**config.mk**
```make
export PLATFORM = sky130hd
export DESIGN_NAME = pm_event_collector
export DESIGN_NICKNAME = d
export VERILOG_FILES = /design/src/rtl/pmev_pkg.sv /design/src/rtl/pmev_edge_sync.sv /design/src/rtl/pmev_timer.sv /design/src/rtl/pmev_ctrl.sv /design/src/rtl/pmev_datapath.sv /design/src/rtl/pm_event_collector.sv
export SDC_FILE = /design/constraint.sdc
export NUM_CORES = 1
export LEC_CHECK = 0
export ABC_CLOCK_PERIOD_IN_PS = 5200
export CAP_MARGIN = 20
export CORE_UTILIZATION = 45
export DETAILED_ROUTE_END_ITERATION = 8
export GPL_ROUTABILITY_DRIVEN = 0
export PLACE_DENSITY = 0.78
export SLEW_MARGIN = 20
export SYNTH_ARGS = -nofsm -noshare
export SYNTH_HDL_FRONTEND = slang
export SYNTH_SLANG_ARGS = --single-unit
```
**constraint.sdc**
```tcl
create_clock -name clk -period 5.2 [get_ports clk]
set_input_delay 0.78 -clock clk [delete_from_list [all_inputs] [get_ports clk]]
set_output_delay 0.78 -clock clk [all_outputs]
set_load 0.1 [all_outputs]
```
**src/rtl/pmev_pkg.sv**
```systemverilog
package pmev_pkg;
  localparam int DATA_W   = 16;
  localparam int ADDR_W   = 2;
  localparam int NUM_EVT  = 5;   // status events
  localparam int NUM_PIN  = NUM_EVT - 1;
  localparam int EVT_LSB  = 3;   // status bit of event 0
  localparam int EN_LSB   = 11;  // control bit of enable 0
  localparam int GATE_BIT = 0;
  localparam int STOP_BIT = 3;

  // event index order, low to high status bit
  localparam int EV_IRQB  = 0;
  localparam int EV_IRQA  = 1;
  localparam int EV_TIMER = 2;
  localparam int EV_EXT   = 3;
  localparam int EV_APM   = 4;

  typedef enum logic [ADDR_W-1:0] {
    REG_STATUS  = 2'd0,
    REG_RELOAD  = 2'd1,
    REG_CONTROL = 2'd2,
    REG_NONE    = 2'd3
  } regSel_e;

  typedef struct packed {
    logic              wrStatus;
    logic              wrReload;
    logic [DATA_W-1:0] wdata;
  } hostStrobe_t;
endpackage

```
**src/rtl/pmev_edge_sync.sv**
```systemverilog
module pmev_edge_sync #(
  parameter int SYNC_STAGES = 2
) (
  input  logic clk,
  input  logic rstN,
  input  logic evtRaw,
  output logic evtRise
);
  logic [SYNC_STAGES-1:0] syncQ;
  logic                   prevQ;

  always_ff @(posedge clk or negedge rstN) begin
    if (!rstN) begin
      syncQ <= '0;
      prevQ <= 1'b0;  // zero so a high input at reset release counts once
    end else begin
      syncQ <= {syncQ[SYNC_STAGES-2:0], evtRaw};
      prevQ <= syncQ[SYNC_STAGES-1];
    end
  end

  assign evtRise = syncQ[SYNC_STAGES-1] & ~prevQ;

  // a detected edge never lasts two cycles
  p_rise_single_r3: assert property (@(posedge clk) disable iff (!rstN)
    evtRise |=> !evtRise);
endmodule

```
**src/rtl/pmev_timer.sv**
```systemverilog
module pmev_timer #(
  parameter int TIMER_W = 8
) (
  input  logic               clk,
  input  logic               rstN,
  input  logic               tickEn,
  input  logic               timerStop,
  input  logic [TIMER_W-1:0] reloadVal,
  output logic               expire
);
  localparam logic [TIMER_W-1:0] CNT_ONE = TIMER_W'(1);

  logic [TIMER_W-1:0] countQ;

  assign expire = !timerStop && tickEn && (countQ == CNT_ONE);

  always_ff @(posedge clk or negedge rstN) begin
    if (!rstN)           countQ <= '1;
    else if (timerStop)  countQ <= reloadVal;
    else if (expire)     countQ <= reloadVal;
    else if (tickEn)     countQ <= countQ - CNT_ONE;
  end

  p_count_nonzero_r9: assert property (@(posedge clk) disable iff (!rstN)
    countQ != '0);
  p_restart_r8: assert property (@(posedge clk) disable iff (!rstN)
    expire |=> (countQ == $past(reloadVal)));
  p_stop_hold_r10: assert property (@(posedge clk) disable iff (!rstN)
    timerStop |-> !expire);
endmodule

```
**src/rtl/pmev_ctrl.sv**
```systemverilog
module pmev_ctrl
  import pmev_pkg::*;
#(
  parameter int TIMER_W = 8
) (
  input  logic               clk,
  input  logic               rstN,
  input  logic [ADDR_W-1:0]  regAddr,
  input  logic               regWr,
  input  logic [DATA_W-1:0]  regWdata,
  input  logic [NUM_EVT-1:0] statusQ,
  input  logic [TIMER_W-1:0] reloadQ,
  output hostStrobe_t        strobe,
  output logic [DATA_W-1:0]  rdData,
  output logic               gate,
  output logic               timerStop,
  output logic [NUM_EVT-1:0] evtEn
);
  logic [NUM_EVT-1:0] enQ;
  logic               gateQ;
  logic               stopQ;
  logic               wrCtrl;

  always_comb begin
    strobe          = '0;
    strobe.wdata    = regWdata;
    strobe.wrStatus = regWr && (regAddr == REG_STATUS);
    strobe.wrReload = regWr && (regAddr == REG_RELOAD);
  end
  assign wrCtrl = regWr && (regAddr == REG_CONTROL);

  always_ff @(posedge clk or negedge rstN) begin
    if (!rstN) begin
      enQ   <= '1;
      gateQ <= 1'b0;
      stopQ <= 1'b1;
    end else if (wrCtrl) begin
      enQ   <= regWdata[EN_LSB +: NUM_EVT];
      gateQ <= regWdata[GATE_BIT];
      stopQ <= regWdata[STOP_BIT];
    end
  end

  always_comb begin
    rdData = '0;
    case (regAddr)
      REG_STATUS:  rdData[EVT_LSB +: NUM_EVT] = statusQ;
      REG_RELOAD:  rdData[TIMER_W-1:0]        = reloadQ;
      REG_CONTROL: begin
        rdData[EN_LSB +: NUM_EVT] = enQ;
        rdData[GATE_BIT]          = gateQ;
        rdData[STOP_BIT]          = stopQ;
      end
      default:     rdData = '0;
    endcase
  end

  assign gate      = gateQ;
  assign timerStop = stopQ;
  assign evtEn     = enQ;

  p_ctrl_hold_r7: assert property (@(posedge clk) disable iff (!rstN)
    !wrCtrl |=> $stable({enQ, gateQ, stopQ}));
  p_one_strobe_r4: assert property (@(posedge clk) disable iff (!rstN)
    $onehot0({strobe.wrStatus, strobe.wrReload, wrCtrl}));
endmodule

```
**src/rtl/pmev_datapath.sv**
```systemverilog
module pmev_datapath
  import pmev_pkg::*;
#(
  parameter int TIMER_W     = 8,
  parameter int SYNC_STAGES = 2
) (
  input  logic               clk,
  input  logic               rstN,
  input  logic               tickEn,
  input  logic [NUM_PIN-1:0] evtPin,
  input  hostStrobe_t        strobe,
  input  logic               timerStop,
  input  logic [NUM_EVT-1:0] evtEn,
  output logic [NUM_EVT-1:0] statusQ,
  output logic [TIMER_W-1:0] reloadQ
);
  localparam logic [TIMER_W-1:0] RELOAD_MIN = TIMER_W'(1);

  logic [NUM_EVT-1:0] evtRise;
  logic [NUM_EVT-1:0] hwSet;
  logic [NUM_EVT-1:0] swKeep;
  logic [TIMER_W-1:0] reloadIn;
  logic               timerExpire;

  pmev_timer #(.TIMER_W(TIMER_W)) u_timer (
    .clk       (clk),
    .rstN      (rstN),
    .tickEn    (tickEn),
    .timerStop (timerStop),
    .reloadVal (reloadQ),
    .expire    (timerExpire)
  );

  for (genvar i = 0; i < NUM_EVT; i++) begin : g_evt
    if (i == EV_TIMER) begin : g_tmr
      assign evtRise[i] = timerExpire;
    end else begin : g_pin
      localparam int PIN = (i < EV_TIMER) ? i : i - 1;
      pmev_edge_sync #(.SYNC_STAGES(SYNC_STAGES)) u_sync (
        .clk     (clk),
        .rstN    (rstN),
        .evtRaw  (evtPin[PIN]),
        .evtRise (evtRise[i])
      );
    end
  end

  assign hwSet  = evtRise & evtEn;
  assign swKeep = strobe.wrStatus ? strobe.wdata[EVT_LSB +: NUM_EVT] : '1;

  always_ff @(posedge clk or negedge rstN) begin
    if (!rstN) statusQ <= '0;
    else       statusQ <= hwSet | (statusQ & swKeep);
  end

  assign reloadIn = (strobe.wdata[TIMER_W-1:0] == '0) ? RELOAD_MIN
                                                     : strobe.wdata[TIMER_W-1:0];

  always_ff @(posedge clk or negedge rstN) begin
    if (!rstN)                             reloadQ <= '1;
    else if (strobe.wrReload && timerStop) reloadQ <= reloadIn;
  end

  p_set_wins_r5: assert property (@(posedge clk) disable iff (!rstN)
    (hwSet != '0) |=> ((statusQ & $past(hwSet)) == $past(hwSet)));
  p_sw_clear_r4: assert property (@(posedge clk) disable iff (!rstN)
    strobe.wrStatus |=>
      ((statusQ & ~$past(hwSet) & ~$past(strobe.wdata[EVT_LSB +: NUM_EVT])) == '0));
  p_no_spurious_r3: assert property (@(posedge clk) disable iff (!rstN)
    ((statusQ & ~$past(statusQ) & ~$past(hwSet)) == '0));
  p_disabled_r6: assert property (@(posedge clk) disable iff (!rstN)
    ((statusQ & ~$past(statusQ) & ~$past(evtEn)) == '0));
  p_reload_ignored_r9: assert property (@(posedge clk) disable iff (!rstN)
    (strobe.wrReload && !timerStop) |=> $stable(reloadQ));
  p_reload_nonzero_r9: assert property (@(posedge clk) disable iff (!rstN)
    reloadQ != '0);
endmodule

```
**src/rtl/pm_event_collector.sv**
```systemverilog
module pm_event_collector
  import pmev_pkg::*;
#(
  parameter int TIMER_W     = 8,
  parameter int SYNC_STAGES = 2
) (
  input  logic              clk,
  input  logic              rstN,
  input  logic              tickEn,
  input  logic              evtApm,
  input  logic              evtExt,
  input  logic              evtIrqA,
  input  logic              evtIrqB,
  input  logic [ADDR_W-1:0] regAddr,
  input  logic              regWr,
  input  logic [DATA_W-1:0] regWdata,
  output logic [DATA_W-1:0] rdData,
  output logic              smiN
);
  hostStrobe_t        strobe;
  logic [NUM_EVT-1:0] statusQ;
  logic [NUM_EVT-1:0] evtEn;
  logic [TIMER_W-1:0] reloadQ;
  logic [NUM_PIN-1:0] evtPin;
  logic               gate;
  logic               timerStop;

  // pin order skips the timer slot of the status layout
  assign evtPin = {evtApm, evtExt, evtIrqA, evtIrqB};

  pmev_ctrl #(.TIMER_W(TIMER_W)) u_ctrl (
    .clk       (clk),
    .rstN      (rstN),
    .regAddr   (regAddr),
    .regWr     (regWr),
    .regWdata  (regWdata),
    .statusQ   (statusQ),
    .reloadQ   (reloadQ),
    .strobe    (strobe),
    .rdData    (rdData),
    .gate      (gate),
    .timerStop (timerStop),
    .evtEn     (evtEn)
  );

  pmev_datapath #(.TIMER_W(TIMER_W), .SYNC_STAGES(SYNC_STAGES)) u_dp (
    .clk       (clk),
    .rstN      (rstN),
    .tickEn    (tickEn),
    .evtPin    (evtPin),
    .strobe    (strobe),
    .timerStop (timerStop),
    .evtEn     (evtEn),
    .statusQ   (statusQ),
    .reloadQ   (reloadQ)
  );

  assign smiN = !(gate && ((statusQ & evtEn) != '0));

  p_smi_gate_r7: assert property (@(posedge clk) disable iff (!rstN)
    !gate |-> smiN);
  p_smi_source_r7: assert property (@(posedge clk) disable iff (!rstN)
    !smiN |-> (statusQ != '0));
endmodule

```
* Word-level counts from Yosys, hierarchy flattened
Index checks and enable logic that the tools add are counted.
** Storage, ports and cells
- Bits in registers :: 40
** Operators by class
- Eq/ne operators :: 3
- Add/sub/neg operators :: 1
- Reductions and logical operators :: 13
- Mux-type cells :: 10
- Bitwise operators :: 12
** Operators with widths (number)
- 8-bit two-way mux :: 4
- 5-bit AND :: 3
- 5-bit two-way mux :: 2
- 8-bit by 1-bit == test with 1-bit output, second input constant :: 1
- 8-bit logical NOT :: 1
- 4-bit case mux with 2 select lines :: 1
- 8-bit by 1-bit subtractor with 8-bit output, second input constant :: 1
- 1-bit logical AND :: 7
- 5-bit OR :: 1
- 5-bit nonzero test :: 1
- 1-bit AND :: 4
- 1-bit inverter :: 4
- 1-bit case mux with 3 select lines :: 1
- 3-bit nonzero test :: 1
- 2-bit by 1-bit == test with 1-bit output, second input constant :: 1
- 2-bit == test, second input constant :: 1
- 1-bit logical NOT :: 2
- 2-bit logical NOT :: 1
- 2-bit two-way mux :: 1
- 1-bit case mux with 2 select lines :: 1

* Depth between registers and ports, before layout
Gate-level depths: netlist of the first run.
- Word-level depth :: 5
- Mapped depth :: 6

* Hierarchy
From an unflattened synthesis of the first run, not the netlist that was laid out.
** Unflattened totals
- Cell total of the unflattened synthesis :: 177
- Area total of the unflattened synthesis :: 2114.5 µm²
** By module, submodules not included
- pmev_ctrl :: instances 1, area each 605.6 µm², cells each 59
- pmev_timer :: instances 1, area each 603.1 µm², cells each 63
- pmev_datapath :: instances 1, area each 523.0 µm², cells each 36
- pmev_edge_sync :: instances 4, area each 88.8 µm², cells each 4
- pm_event_collector :: instances 1, area each 27.5 µm², cells each 3

* Least setup slack after synthesis of the first run
OpenSTA, ideal clock, no wires.
- Kind :: input to output
- From :: in regAddr[1]
- To :: out rdData[0]
- Buffers on the path :: 1
- Arrival :: 2.660 ns
- Path slack :: 1.760 ns
- Stages :: 5
- Path through :: inv_1 -> ha_1 -> clkbuf_1 -> a22oi_1 -> nor2b_1
** Between the ends
- Word-level cells in the longest chain between the ends :: 2
- Elaborated cells on any way between the ends :: 3
** RTL lines
- start: declaration :: line pm_event_collector.sv:14 : input logic [ADDR_W-1:0] regAddr,
- 2-bit == test / 2-bit by 1-bit == test with 1-bit output (equally long branches) :: line pmev_ctrl.sv:46 : case (regAddr)
- 1-bit case mux with 2 select lines (*) :: line pmev_ctrl.sv:46
- end: declaration :: line pm_event_collector.sv:17 : output logic [DATA_W-1:0] rdData,
Every way passes the cells marked *; elsewhere a longest branch is shown, timed or not.

* Final worst setup path of the first run
Same ends and word-level chain as after synthesis.

==> results of run 1 <==
## cells by family (layout without fill, tap and decap cells)
logic type,count (synthesis),after routing,synth area share [%]
AND/OR/NAND/NOR,47,47,14.7
flip-flops,40,40,55.3
AO/OA/AOI/OAI,37,37,14.0
multiplexers,14,14,8.48
buffers and inverters,13,51,3.23
adder cells (fa/ha/maj),6,6,4.04
other,1,3,0.202
## state kept, by name (all words and copies together), names as in the netlist
register	cells
u_dp.statusQ	5
u_ctrl.gate	1
u_ctrl.timerStop	1
u_dp.g_evt.g_pin.u_sync.syncQ	8
u_dp.reloadQ	8
u_ctrl.evtEn	5
u_dp.g_evt.g_pin.u_sync.prevQ	4
u_dp.u_timer.countQ	8
## worst max-delay path: stages
cell	delay, ns
clkdlybuf4s50_1	0.45
inv_1	0.11
ha_1	0.33
a22oi_1	0.15
nor2b_1	0.15
clkdlybuf4s50_1	1.17
## layout by cell type, fill, tap and decap left out, types with 5 or more instances in the layout
| master | count |
|---|---|
| clkdlybuf4s50_1 | 35 |
| nand2_1 | 17 |
| and2_1 | 7 |
| dfstp_2 | 22 |
| o21ai_0 | 14 |
| clkbuf_8 | 5 |
| ha_1 | 6 |
| mux2_2 | 14 |
| inv_1 | 7 |
| dfrtp_1 | 18 |
## where the power goes
part	switching (mW)	internal [mW]
clock network	0.0998	0.142
registers	0.0841	0.433
logic	0.216	0.134
total	0.400	0.709
## layout make-up
type	count	area share (%)
sequential	40	43.6
multi-input combinational	107	33.0
timing repair buffer	36	15.1
clock buffer	6	3.08
tap	50	2.65
clock inverter	2	1.49
inverter	7	1.11
## worst min path at each step
stage | start | endpoint | slack (ns) | cells after the start
global route | u_dp.g_evt[4].g_pin.u_sync.syncQ[0]$_DFF_PN0_ | u_dp.g_evt[4].g_pin.u_sync.syncQ[1]$_DFF_PN0_ | 0.36 | 0
finish | u_dp.g_evt[4].g_pin.u_sync.syncQ[0]$_DFF_PN0_ | u_dp.g_evt[4].g_pin.u_sync.syncQ[1]$_DFF_PN0_ | 0.35 | 0
global placement | u_dp.g_evt[1].g_pin.u_sync.syncQ[0]$_DFF_PN0_ | u_dp.g_evt[1].g_pin.u_sync.syncQ[1]$_DFF_PN0_ | 0.33 | 0
detailed placement | u_dp.g_evt[3].g_pin.u_sync.syncQ[0]$_DFF_PN0_ | u_dp.g_evt[3].g_pin.u_sync.syncQ[1]$_DFF_PN0_ | 0.34 | 0
CTS | u_dp.g_evt[3].g_pin.u_sync.syncQ[0]$_DFF_PN0_ | u_dp.g_evt[3].g_pin.u_sync.syncQ[1]$_DFF_PN0_ | 0.36 | 0
floorplan | u_dp.g_evt[0].g_pin.u_sync.syncQ[0]$_DFF_PN0_ | u_dp.g_evt[0].g_pin.u_sync.syncQ[1]$_DFF_PN0_ | 0.33 | 0
## per-layer routing
metal	GRT usage [%]	wire, microns	up-vias
li1	-	-	645
met1	24.3	1530	699
met2	34.3	2110	42
met3	5.17	157	6
met4	8.51	50	0
met5	0	0	-
## synthesized netlist by cell type (all sizes together)
cell / n / area share [%]
nand3b: 4 / 1.6
a22oi: 4 / 1.6
or3b: 2 / 1.1
a22o: 4 / 1.9
buf: 3 / 1.2
o41ai: 1 / 0.47
dfstp: 22 / 31
nor2b: 1 / 0.34
o32a: 1 / 0.54
nand3: 3 / 0.81
clkbuf: 3 / 0.61
a311o: 1 / 0.54
ha: 6 / 4.0
o311ai: 2 / 0.94
mux2: 14 / 8.5
nand4b: 1 / 0.47
nand2: 17 / 3.4
conb: 1 / 0.20
and3: 1 / 0.34
or2: 1 / 0.34
dfrtp: 18 / 24
a21o: 1 / 0.47
a222oi: 2 / 1.1
inv: 7 / 1.4
nor2: 3 / 0.61
and4bb: 1 / 0.67
o2111ai: 1 / 0.47
nor4: 4 / 2.2
nor3: 2 / 0.54
a21oi: 3 / 1.0
and2: 7 / 2.4
o211ai: 1 / 0.40
o21ai: 15 / 4.0
o2bb2a: 1 / 0.54
==> metrics.md, run 1 <==
| Metric | Value |
|---|---|
| Ports | 43 |
| Via count | 1392 |
| GRT overflow | 0 |
| Core Area | between 3000 and 4000 sq um |
| Post-place setup slack | around 1.3 ns |
| Slew @ Worst Pin | ~1 ns |
| Slew margin rel. | approximately a third |
| Synth Instances | 158 |
| Count of cell types in the netlist | 38 |
| Initial antenna violation count | 0 |
| Seq/Total Area, Yosys | a little under three fifths |
| Clock transition time at the flip-flop clock pins of the worst setup and hold paths | about 0.070 ns |
| CTS H-tree lvls | 2 |
| Worst Setup EP | rdData[0] |
| RSZ-0062 raised after global routing | false |
| Count of final setup violators | 0 |
| Vias in the first global route | between 1000 and 1500 |
| CP arrival | approximately 3.2 ns |
| Port Buffers | 36 |
| WHS | 0.354 ns |
| Clock latency on the worst-skew pair | just under 0.3 ns |
| Cts bufs inserted | 5 |
| Largest net degree at the start of global routing | between 40 and 50 |
| # hold bufs at CTS | 0 |
| Worst r2r dst | u_dp.u_timer.countQ[5]$_DFFE_PN1P_ |
| TritonCTS Sinks | 40 |
| Peak VDD IR | between 0.2 and 0.25 mV |
| Filler cells | 317 |
| HPWL after detailed placement | 2950 microns |
| Global-route wire length before repair | between 6000 and 7000 microns |
| Die footprint | 4390 sq um |
| Status | completed |
| Post_cts resized | 0 |
| Tot GR Track Use | between 20% and 30% |
| Multi-input gate area | a little under 800 sq um |
| Die W | around 66 microns |
| RR Startpoint | u_dp.u_timer.countQ[1]$_DFFE_PN1P_ |
| Layout Cells excl Fill | 248 |
| Pwr Density | 470 nW/um^2 |
| Synth Warn # | 0 |
| Drc violations | 0 |
| Longest Clk Path Bufs | 2 |
| Post-route cell area | roughly 2400 sq um |
| Hold Path Class | reg -> reg |
| Final Hold Fails | 0 |
| Syn-to-layout area delta | 26.9% |
| Crit start category | input port |
| Total Neg Setup Slack | 0 ns |
| MaxCap Viol Count | 0 |
| R2R depth | 6 |
| DRT iter0 DRCs | between 150 and 200 |
| Final wirelength | between 3000 and 4000 microns |
| Setup WS post-layout | roughly 1.3 ns |
| Post-CTS Setup Repair Bufs | 0 |
| Yosys reg bits | 40 |
| Leakage power | about 0.95 nW |
| Rows | 23 |
| Crit. Startpoint | regAddr[1] |
| Crit path kind | in -> out |
| Diode count | 0 |
| Flip-flop and latch area | 1030 sq um |
| Die Y-Extent | 66.3 microns |
| Final ANT Viol Nets | 0 |
| Peak Freq | 0.255 GHz |
| Total power | 1.11 mW |
| CTS tree | yes |
| Final nets | 229 |
| DP Area | 2250 sq um |
| Fin util | 59.4% |
| Drt pass-1 iters | 4 |
| Root Driver | clkbuf_8 |
| Placed cells | 240 |
| Required @ worst endpoint | approximately 4.4 ns |
| Crit path capture type | output port |
| Syn_area_per_cell | around 12 sq um |
| Final period util | roughly three quarters |
| Final Skew | ~0.0028 ns |
| Min Tclk post-route | just under 4 ns |
| Wire per inst | between 15 and 20 microns |
| Fin. max-slew vios | 0 |
| Share of cells above drive strength 1 | about a quarter |
| Initial Util | between 40 and 50% |
| Reg2reg setup slack | roughly 3.3 ns |
| Vias/cell | approximately 5.6 |
| Critical-path maximum fanout | 9 |
| Netlist Area Pre-Place | between 1500 and 2000 sq um |
Note: power is estimated with default switching activity, not from simulation.
==> run 2: changes to the inputs <==
--- a/config.mk
+++ b/config.mk
@@ -5,12 +5,12 @@
 export SDC_FILE = /design/constraint.sdc
 export NUM_CORES = 1
 export LEC_CHECK = 0
-export ABC_CLOCK_PERIOD_IN_PS = 5200
+export ABC_CLOCK_PERIOD_IN_PS = 3450
 export CAP_MARGIN = 20
-export CORE_UTILIZATION = 45
+export CORE_UTILIZATION = 44
 export DETAILED_ROUTE_END_ITERATION = 8
 export GPL_ROUTABILITY_DRIVEN = 0
-export PLACE_DENSITY = 0.78
+export PLACE_DENSITY = 0.79
 export SLEW_MARGIN = 20
 export SYNTH_ARGS = -nofsm -noshare
 export SYNTH_HDL_FRONTEND = slang
==> constraint.sdc (replaced) <==
create_clock -name clk -period 3.45 [get_ports clk]
set_input_delay 0.5175 -clock clk [delete_from_list [all_inputs] [get_ports clk]]
set_output_delay 0.5175 -clock clk [all_outputs]
set_load 0.1 [all_outputs]
==> run 2 against run 1 <==
Against the previous run:
- sequential cell count unchanged
- clock skew about the same
- core utilization down 2.4 points
- final cell count unchanged
- largest cell class unchanged
==> metrics.md, run 2 (synthesis results as in run 1) <==
| Metric | Value |
|---|---|
| Top Registers | u_dp.g_evt.g_pin.u_sync.syncQ: 8 flops, u_dp.reloadQ: 8 flops, u_dp.u_timer.countQ: 8 flops |
| Die Y-Extent | 67.0 microns (+1.1%) |
| Placed cells | 240 (unchanged) |
| Tot GR Track Use | 18.3% (-2.0 points) |
| Clock latency on the worst-skew pair | 0.27 ns (-0.02 ns) |
| Worst Setup EP | rdData[3] |
| Vias/cell | 5.45 (-2.9%) |
| Final Skew | 0.00253 ns (-0.000267 ns) |
| Largest net degree at the start of global routing | 41 (unchanged) |
| Multi-input gate area | 778 sq um (unchanged) |
| Final period util | approximately 76% |
| Critical-path maximum fanout | 8 (-1) |
| MaxCap Viol Count | 0 (unchanged) |
| Flip-flop and latch area | 1030 sq um (unchanged) |
| R2R depth | 6 (unchanged) |
| DRT iter0 DRCs | 92 (-49%) |
| Initial antenna violation count | 0 (unchanged) |
| Peak VDD IR | 0.352 mV (+42%) |
| Initial Util | 46.1% (-0.67 points) |
| Post_cts resized | 0 (unchanged) |
| Final wirelength | 3690 microns (-4.1%) |
| Die footprint | 4490 sq um (+2.2%) |
| Clock transition time at the flip-flop clock pins of the worst setup and hold paths | 0.07 ns (about the same) |
| Cts bufs inserted | 5 (unchanged) |
| Drc violations | 0 (unchanged) |
| # hold bufs at CTS | 0 (unchanged) |
| Slew margin rel. | 42.9% (+9.8 points) |
| Sequential power share | 49.2% (+2.6 points) |
| TritonCTS Sinks | 40 (unchanged) |
| HPWL after detailed placement | 2730 microns (-7.2%) |
| Share of cells above drive strength 1 | 31.8% (+6.6 points) |
| Core Area | 4030 sq um (+1.4%) |
| Count of final setup violators | 0 (unchanged) |
| Final nets | 229 (unchanged) |
| CP arrival | 2.11 ns (-1.04 ns) |
| Most common cell after layout, fill and taps aside | dfstp_2 |
| Hold Path Class | reg -> reg |
| Drt pass-1 iters | 4 (unchanged) |
| Longest Clk Path Bufs | 2 (unchanged) |
| Total Neg Setup Slack | 0 ns (unchanged) |
| Ports | 43 (unchanged) |
| GRT overflow | 0 (unchanged) |
| Root Driver | clkbuf_8 |
| Diode count | 0 (unchanged) |
| Clock power frac | 18.0% (-3.8 points) |
| Rows | 23 (unchanged) |
| Reg2reg setup slack | 1.59 ns (-1.75 ns) |
| Min Tclk post-route | 2.63 ns |
| Syn-to-layout area delta | 23.6% |
| CTS tree | yes |
| Crit path kind | in -> out |
| Most frequent cells in the layout | dfstp_2, clkdlybuf4s50_1, dfrtp_1, nand2_1 |
| Final Hold Fails | 0 (unchanged) |
| Via count | 1352 (-2.9%) |
| Crit start category | input port |
| Fin. max-slew vios | 0 (unchanged) |
| Post-CTS Setup Repair Bufs | 0 (unchanged) |
| Slew @ Worst Pin | 0.856 ns (-0.143 ns) |
| RSZ-0062 raised after global routing | false |
| Crit. Startpoint | regAddr[0] |
| Required @ worst endpoint | 2.93 ns (-1.49 ns) |
| Vias in the first global route | 1286 (-8.5%) |
| Global-route wire length before repair | 6070 microns (-7.2%) |
| Sw Ratio | 37.3% (+1.2 points) |
| Pint | 0.988 mW (+39%) |
| Hold-critical path depth | 0 (unchanged) |
| Filler cells | 373 (+18%) |
| Port Buffers | 36 (unchanged) |
| Layout Cells excl Fill | 248 (unchanged) |
| Combinational share of power | 32.8% (+1.3 points) |
| RR Startpoint | u_dp.u_timer.countQ[1]$_DFFE_PN1P_ |
| Peak Freq | roughly 0.38 GHz |
| CTS H-tree lvls | 2 (unchanged) |
| Wire per inst | 14.9 microns (-4.1%) |
| Crit path capture type | output port |
| Status | completed |
| Final ANT Viol Nets | 0 (unchanged) |
| Leakage power | 0.964 nW (+1.0%) |
| Pwr Density | 686 nW/um^2 (+46%) |
| NetSw | 0.587 mW (+47%) |
| Die W | 67.0 microns (+1.1%) |
| Worst r2r dst | u_dp.u_timer.countQ[5]$_DFFE_PN1P_ |
run 2: area by class of cell:
type                            count  share of cell area, %
Clock inverter                      1                  0.218
Clock buffer                        7                   3.32
Tap cell                           50                   2.72
Timing Repair Buffer               36                   13.9
Multi-Input combinational cell    107                   33.9
Sequential cell                    40                   44.8
Inverter                            7                   1.14
run 2: worst min path at each step:
stage | start | endpoint | slack, ns
3_5_place_dp | u_dp.g_evt[3].g_pin.u_sync.syncQ[0]$_DFF_PN0_ | u_dp.g_evt[3].g_pin.u_sync.syncQ[1]$_DFF_PN0_ | 0.34
4_1_cts | u_dp.g_evt[3].g_pin.u_sync.syncQ[0]$_DFF_PN0_ | u_dp.g_evt[3].g_pin.u_sync.syncQ[1]$_DFF_PN0_ | 0.35
6_report | u_dp.g_evt[3].g_pin.u_sync.syncQ[0]$_DFF_PN0_ | u_dp.g_evt[3].g_pin.u_sync.syncQ[1]$_DFF_PN0_ | 0.35
3_3_place_gp | u_dp.g_evt[0].g_pin.u_sync.syncQ[0]$_DFF_PN0_ | u_dp.g_evt[0].g_pin.u_sync.syncQ[1]$_DFF_PN0_ | 0.33
2_1_floorplan | rstN | u_ctrl.gate$_DFFE_PN0P_ | 0.22
5_1_grt | u_dp.g_evt[0].g_pin.u_sync.syncQ[0]$_DFF_PN0_ | u_dp.g_evt[0].g_pin.u_sync.syncQ[1]$_DFF_PN0_ | 0.37
run 2: power groups by stage:
stage / sequential [mW] / combinational (mW) / clock, mW
floorplan: 0.740 / 0.414 / 0
global placement: 0.778 / 0.505 / 0
detailed placement: 0.782 / 0.518 / 0
CTS: 0.775 / 0.520 / 0.292
global route: 0.795 / 0.561 / 0.312
finish: 0.775 / 0.516 / 0.283
run 2: critical path, stage by stage:
cell             delay (ns)
clkdlybuf4s50_1        0.51
inv_1                  0.07
ha_1                   0.30
a222oi_1               0.40
nor2_1                 0.07
buf_4                  0.24
run 2: through the flow:
| stage | area [sq um] | hold slack (ns) | power, mW | setup WS (ns) | util (%) |
|---|---|---|---|---|---|
| finish | 2300 | 0.349 | 1.58 | 0.821 | 57.0 |
| global route | 2300 | 0.369 | 1.67 | 0.722 | 57.0 |
| CTS | 2300 | 0.353 | 1.59 | 0.795 | 57.0 |
| detailed placement | 2220 | 0.336 | 1.30 | 0.794 | 55.0 |
| global placement | 2220 | 0.333 | 1.28 | 0.810 | 55.0 |
| floorplan | 1870 | 0.222 | 1.15 | 0.535 | - |
run 2: routing by layer:
layer | GRT usage [%] | share of wire [%] | vias to the layer above
met4 | 5.59 | 0.41 | 0
met1 | 23.7 | 45 | 669
li1 | - | - | 649
met5 | 0 | 0 | -
met2 | 30.3 | 51 | 32
met3 | 3.94 | 3.4 | 2
